<file path="src/rtl/sdclk_pkg.sv">
package sdclk_pkg;
  localparam int REG_W      = 10;
  localparam int STOP_H_BIT = 9;
  localparam int STOP_C_BIT = 8;
  localparam int SRC_LSB    = 2;
  localparam int SRC_W      = 3;
  localparam int FIN_LSB    = 0;
  localparam int FIN_W      = 2;

  typedef struct packed {
    logic             stop_h;
    logic             stop_c;
    logic [SRC_W-1:0] src;
    logic [FIN_W-1:0] fin;
  } ctrl_t;

  function automatic logic [REG_W-1:0] pack_ctrl(input ctrl_t c);
    logic [REG_W-1:0] v;
    v = '0;
    v[STOP_H_BIT] = c.stop_h;
    v[STOP_C_BIT] = c.stop_c;
    v[SRC_LSB +: SRC_W] = c.src;
    v[FIN_LSB +: FIN_W] = c.fin;
    return v;
  endfunction
endpackage

</file>
<file path="src/rtl/sdclk_ctrl_reg.sv">
module sdclk_ctrl_reg
  import sdclk_pkg::*;
#(
  parameter int SRC_CODES = 5,
  parameter int FIN_CODES = 2
) (
  input  logic             clk,
  input  logic             rst_n,
  input  logic             wr_en,
  input  logic [REG_W-1:0] wr_data,
  output ctrl_t            ctrl,
  output logic             cfg_err
);
  ctrl_t            ctrl_q, ctrl_d;
  logic             err_q, err_d;
  logic [SRC_W-1:0] wr_src;
  logic [FIN_W-1:0] wr_fin;
  logic             codes_ok;

  assign wr_src   = wr_data[SRC_LSB +: SRC_W];
  assign wr_fin   = wr_data[FIN_LSB +: FIN_W];
  assign codes_ok = (32'(wr_src) < SRC_CODES) && (32'(wr_fin) < FIN_CODES);

  always_comb begin
    ctrl_d = ctrl_q;
    err_d  = err_q;
    if (wr_en) begin
      ctrl_d.stop_h = wr_data[STOP_H_BIT];
      ctrl_d.stop_c = wr_data[STOP_C_BIT];
      if (codes_ok) begin
        ctrl_d.src = wr_src;
        ctrl_d.fin = wr_fin;
        err_d      = 1'b0;
      end else begin
        err_d      = 1'b1;
      end
    end
  end

  always_ff @(posedge clk or negedge rst_n) begin
    if (!rst_n) begin
      ctrl_q <= '{stop_h: 1'b1, stop_c: 1'b1, src: '0, fin: '0};
      err_q  <= 1'b0;
    end else if (wr_en) begin
      ctrl_q <= ctrl_d;
      err_q  <= err_d;
    end
  end

  assign ctrl    = ctrl_q;
  assign cfg_err = err_q;

  assert_reject_keeps_codes_R7: assert property (@(posedge clk) disable iff (!rst_n)
    (wr_en && !codes_ok) |=> (cfg_err && $stable(ctrl.src) && $stable(ctrl.fin)));
  assert_accept_clears_err_R7: assert property (@(posedge clk) disable iff (!rst_n)
    (wr_en && codes_ok) |=> !cfg_err);
  assert_idle_holds_reg_R2: assert property (@(posedge clk) disable iff (!rst_n)
    !wr_en |=> ($stable(ctrl) && $stable(cfg_err)));
endmodule

</file>
<file path="src/rtl/sdclk_prescaler.sv">
module sdclk_prescaler
  import sdclk_pkg::*;
#(
  parameter int SRC_CODES = 5
) (
  input  logic             clk,
  input  logic             rst_n,
  input  logic [SRC_W-1:0] code,
  output logic             tick
);
  localparam int CNT_W = (SRC_CODES > 1) ? SRC_CODES - 1 : 1;
  localparam int DIV_W = CNT_W + 1;

  logic [CNT_W-1:0] cnt_q, cnt_d;
  logic [DIV_W-1:0] div;

  assign div  = DIV_W'(1) << code;
  assign tick = ({1'b0, cnt_q} == (div - DIV_W'(1)));

  always_comb begin
    cnt_d = tick ? '0 : cnt_q + CNT_W'(1);
  end

  always_ff @(posedge clk or negedge rst_n) begin
    if (!rst_n) cnt_q <= '0;
    else        cnt_q <= cnt_d;
  end

  assert_cnt_in_range_R3: assert property (@(posedge clk) disable iff (!rst_n)
    ({1'b0, cnt_q} < div));
endmodule

</file>
<file path="src/rtl/sdclk_post_div.sv">
module sdclk_post_div
  import sdclk_pkg::*;
#(
  parameter int FIN_CODES = 2
) (
  input  logic             clk,
  input  logic             rst_n,
  input  logic             step,
  input  logic [FIN_W-1:0] code,
  output logic             tick
);
  localparam int CNT_W = (FIN_CODES > 0) ? FIN_CODES : 1;
  localparam int DIV_W = CNT_W + 1;

  logic [CNT_W-1:0] cnt_q, cnt_d;
  logic [DIV_W-1:0] div;
  logic             last;

  assign div  = DIV_W'(2) << code;
  assign last = ({1'b0, cnt_q} == (div - DIV_W'(1)));
  assign tick = step && last;

  always_comb begin
    cnt_d = cnt_q;
    if (step) cnt_d = last ? '0 : cnt_q + CNT_W'(1);
  end

  always_ff @(posedge clk or negedge rst_n) begin
    if (!rst_n)    cnt_q <= '0;
    else if (step) cnt_q <= cnt_d;
  end

  assert_fin_in_range_R4: assert property (@(posedge clk) disable iff (!rst_n)
    ({1'b0, cnt_q} < div));
endmodule

</file>
<file path="src/rtl/sdclk_gate_gen.sv">
module sdclk_gate_gen
  import sdclk_pkg::*;
#(
  parameter int SRC_CODES = 5,
  parameter int FIN_CODES = 2
) (
  input  logic             clk,
  input  logic             rst_n,
  input  logic             wr_en,
  input  logic [REG_W-1:0] wr_data,
  output logic [REG_W-1:0] rd_data,
  output logic             cfg_err,
  output logic             hck_en,
  output logic             ck_en
);
  ctrl_t            ctrl;
  logic [SRC_W-1:0] act_src_q, act_src_d;
  logic [FIN_W-1:0] act_fin_q, act_fin_d;
  logic             hck_tick, ck_tick;

  sdclk_ctrl_reg #(.SRC_CODES(SRC_CODES), .FIN_CODES(FIN_CODES)) i_ctrl (
    .clk(clk), .rst_n(rst_n), .wr_en(wr_en), .wr_data(wr_data),
    .ctrl(ctrl), .cfg_err(cfg_err));

  sdclk_prescaler #(.SRC_CODES(SRC_CODES)) i_pre (
    .clk(clk), .rst_n(rst_n), .code(act_src_q), .tick(hck_tick));

  sdclk_post_div #(.FIN_CODES(FIN_CODES)) i_post (
    .clk(clk), .rst_n(rst_n), .step(hck_tick), .code(act_fin_q), .tick(ck_tick));

  always_comb begin
    act_src_d = act_src_q;
    act_fin_d = act_fin_q;
    if (ck_tick) begin
      act_src_d = ctrl.src;
      act_fin_d = ctrl.fin;
    end
  end

  always_ff @(posedge clk or negedge rst_n) begin
    if (!rst_n) begin
      act_src_q <= '0;
      act_fin_q <= '0;
    end else if (ck_tick) begin
      act_src_q <= act_src_d;
      act_fin_q <= act_fin_d;
    end
  end

  assign rd_data = pack_ctrl(ctrl);
  assign hck_en  = hck_tick && !ctrl.stop_h;
  assign ck_en   = ck_tick && !ctrl.stop_c;

  assert_codes_hold_mid_period_R8: assert property (@(posedge clk) disable iff (!rst_n)
    !ck_tick |=> ($stable(act_src_q) && $stable(act_fin_q)));
  assert_codes_load_at_boundary_R8: assert property (@(posedge clk) disable iff (!rst_n)
    ck_tick |=> (act_src_q == $past(ctrl.src) && act_fin_q == $past(ctrl.fin)));
  assert_ck_on_hck_tick_R4: assert property (@(posedge clk) disable iff (!rst_n)
    ck_tick |-> hck_tick);
  assert_stop_h_masks_R5: assert property (@(posedge clk) disable iff (!rst_n)
    (wr_en && wr_data[STOP_H_BIT]) |=> !hck_en);
  assert_stop_c_masks_R5: assert property (@(posedge clk) disable iff (!rst_n)
    (wr_en && wr_data[STOP_C_BIT]) |=> !ck_en);
endmodule

</file>
<file path="config.mk">
export PLATFORM = sky130hd
export DESIGN_NAME = sdclk_gate_gen
export DESIGN_NICKNAME = d
export VERILOG_FILES = /design/src/rtl/sdclk_pkg.sv /design/src/rtl/sdclk_ctrl_reg.sv /design/src/rtl/sdclk_prescaler.sv /design/src/rtl/sdclk_post_div.sv /design/src/rtl/sdclk_gate_gen.sv
export SDC_FILE = /design/constraint.sdc
export NUM_CORES = 1
export LEC_CHECK = 0
export ABC_AREA = 1
export ABC_CLOCK_PERIOD_IN_PS = 5100
export BUFFER_PORTS_ARGS = -buffer_cell sky130_fd_sc_hd__buf_2
export CAP_MARGIN = 20
export CORE_ASPECT_RATIO = 1.75
export CORE_MARGIN = 2
export CORE_UTILIZATION = 39
export DETAILED_ROUTE_END_ITERATION = 12
export HOLD_SLACK_MARGIN = 0.1
export PLACE_DENSITY = 0.64
export SLEW_MARGIN = 15
export SYNTH_ARGS = -nofsm -noshare
export SYNTH_HDL_FRONTEND = slang
export SYNTH_HIERARCHICAL = 1
export SYNTH_SLANG_ARGS = --single-unit
</file>
<file path="constraint.sdc">
create_clock -name clk -period 5.1 [get_ports clk]
set_input_delay 0.51 -clock clk [delete_from_list [all_inputs] [get_ports clk]]
set_output_delay 0.51 -clock clk [all_outputs]
set_load 0.01 [all_outputs]
</file>
==> results.yml <==
synth:
  synth.most_common_cell: "nand2_1"
  synth_xor_area_share_pct: 2.807
  netlist_area_um2: 935.9
  synth_cell_types: 22
  synth_seq_area_share_pct: 51.07
  synth_edf_count: 0
  synth_compound_area_share_pct: 6.551
  synth_area_leader_cell: "dfrtp_1"
  yosys-top-cells-count: "nand2_1 (42), dfrtp_1 (17), inv_1 (13)"
  synth.top_cell.area_share_pct: 45.45
  synthAdderAreaFrac_pct: 1.337
  ys_ff_latch: 19
  synthFlopType: "dfrtp_1"
  syn_area_per_cell_um2: 7.999
  async_reset_ff_share_pct: 100.0
  yosys_warnings: 6
  synth_area_leaders: "dfrtp_1 (45%), nand2_1 (17%), dfstp_2 (5.6%), inv_1 (5.2%), nand3_1 (4.3%)"
  postSynthCellCount: 117
  synth_mux_area_share_pct: 0
  synth-simple-area-share_pct: 29.41
  synth_top_family_by_area: "simple AND/OR/NAND/NOR gates"
run_status:
  status: "finished, final reports clean"
clock_network:
  clkLatencyLatePin_ns: 0.26
  cts_hold_buf: 0
  cts_resized: 0
  clockRootBuffer: "clkbuf_8"
  clock_path_buffers: 2
  clk_pin_slew_ns: 0.07
  post-cts-setup-buffers: 0
  htree_num_levels: 1
  clock_sinks: 19
  cts_tree: "done"
  cts_buffers: 3
cells_and_area:
  diodes: 0
  syn_to_final_growth_pct: 16.71
  multiInputGateArea_um2: 386.6
  fill_cells: 231
  finalNetCount: 154
  drive_gt1_share_pct: 23.02
  final-seq-area_um2: 478.0
grt:
  grt_pass1_vias: 685
  antenna_found_initial: 0
  grt_max_degree: 20
  grt_overflow_total: 0
  grt_pass1_wl_um: 3091
  grt_util_all_layers_pct: 16.83
critical_path:
  worst_path_max_delay_cell: "dfrtp_1"
  critical_path.most_common_cell: "nand2_1"
  cp_max_fo: 6
  worstSetupPathType: "register to primary output"
  end_kind: "primary output"
  path_cells: "inv_1 -> nand2_1 -> nand2_1 -> nand3_1 -> nor2_2 -> nand2_1 -> inv_1 -> nand2_2 -> nor2_2 -> and2_1 -> inv_2 -> nor2_1 -> buf_2"
  startpoint_type: "register"
  slowest_delay_ns: 0.41
  cp_data_required_time_ns: 4.59
  critPathArrivalTime_ns: 2.16
detailed_routing:
  via_count: 763
  drt_pass1_iterations: 2
  drt_iter0_drc: 4
  via_per_inst: 4.652
  drt-total-wl_um: 1851
  antenna_left: 0
  avgRoutedWirePerCell_um: 11.29
  drc_errors: 0
placement:
  pre_cts_ws_ns: 2.706
  dp_hpwl_um: 1497
  routabilityCongestion: 0.7305
  io_buffers: 19
power:
  combPwrFrac_pct: 37.9
  p_clk_share_pct: 18.8
  power_frac_seq_pct: 43.3
  p_int_mw: 0.3335
  p_leak_nw: 0.6190
  irDropWorstVdd_mv: 0.2199
  powerDensity_mw_per_mm2: 508.0
  p_sw_mw: 0.2213
  swShare_pct: 39.89
sta:
  slew_violations: 0
  max_freq_mhz: 375.2
  fin_ws_ns: 2.434
  rsz0062_at_grt: "no"
  finalHoldViolCount: 0
  finalCriticalPeriod_ns: 2.666
  skew_ns: 0.002279
  setup_tns_ns: 0
  finalSetupViolCount: 0
  fin_crit_sh_pct: 52.27
die:
  die_w_um: 41.03
  die_y_um: 68.81
  die-area_mm2: 0.002823
  core_mm2: 0.002273
  start_util_pct: 41.17
  ios: 26
  fp-row-count: 23
job:
  maxCapViolations: 0
hold_path:
  min_path_type: "input pin to asynchronous set/reset pin"
[path summary, 6_finish.rpt]
| path | start | end | slack, ns | cells after the start |
|---|---|---|---|---|
| min in group clk | wr_data[8] | i_ctrl/ctrl[5] | 0.44 | 3 |
| min reg2reg | i_ctrl/ctrl[5] | i_ctrl/ctrl[5] | 0.47 | 2 |
| max | act_src_q[2] | ck_en | 2.43 | 13 |
| max reg2reg | act_src_q[2] | act_src_q[2] | 3.18 | 13 |
| max in group asynchronous | rst_n | i_ctrl/ctrl[6] | 4.59 | 1 |
| min | rst_n | i_ctrl/ctrl[4] | 0.18 | 1 |
[metrics by stage]
step / instance area, um2 / util [%] / hold WS, ns / total power [mW] / std cells
final: 1092 / 48.05 / 0.1794 / 0.5549 / 164
after global routing: 1092 / 48.05 / 0.2060 / 0.5998 / 164
after CTS: 1092 / 48.05 / 0.1884 / 0.5624 / 164
after detailed placement: 1047 / 46.06 / 0.4565 / 0.4554 / 160
after global placement: 1047 / 46.06 / 0.4562 / 0.4404 / 160
after floorplan: 943.4 / - / 0.2144 / 0.3939 / 119
[power by group through the flow]
stage          Sequential, mW  Combinational, mW  Clock, mW
5_1_grt                 0.245              0.241      0.113
3_5_place_dp            0.243              0.212          0
2_1_floorplan           0.236              0.158          0
4_1_cts                 0.241              0.214      0.108
6_report                0.240              0.210      0.105
3_3_place_gp            0.241              0.200          0
[flip-flops by register name, indices dropped and copies added, names as in the netlist]
signal,cells
i_ctrl/ctrl,7
act_fin_q,2
i_post/cnt_q,2
i_ctrl/cfg_err,1
act_src_q,3
i_pre/cnt_q,4
[critical path: cells and delay by family (launching register included)]
kind	cells	cell delay (ns)
buffers and inverters	4	0.46
flip-flops	1	0.41
AND/OR/NAND/NOR	9	1.01
[layout by cell type, fill, tap and decap left out]
cell type	count
a21boi_0	1
a21oi_1	7
a21oi_2	1
and2_1	1
buf_2	19
clkbuf_1	1
clkbuf_8	3
conb_1	3
dfrtp_1	17
dfstp_2	2
ha_1	1
inv_1	13
inv_2	2
nand2_1	42
nand2_2	1
nand2_4	1
nand3_1	8
nor2_1	8
nor2_2	2
nor2_4	1
o21ai_0	1
o21ai_1	1
xnor2_1	2
xor2_1	1
[cell type report]
class | instances | area share [%]
flip-flops and latches | 19 | 43.76
multi-input cells | 82 | 35.40
repair buffers | 19 | 8.706
inverters | 15 | 5.155
clock buffers | 4 | 4.124
well taps | 25 | 2.864
[cells by family (layout without fill, tap and decap cells)]
family,count (synthesis),count (layout)
AO/OA/AOI/OAI,11,11
flip-flops,19,19
other,1,3
adder cells (fa/ha/maj),1,1
AND/OR/NAND/NOR,64,64
XOR/XNOR,3,3
buffers and inverters,18,38
[routing by layer]
metal | vias to the layer above | wire [um] | GRT usage [%]
met5 | - | 0 | 0
met4 | 0 | 53 | 11.25
met3 | 5 | 66 | 2.885
met2 | 19 | 1057 | 28.52
met1 | 343 | 673 | 17.63
li1 | 396 | - | -
Note: power is estimated with default switching activity, not from simulation.
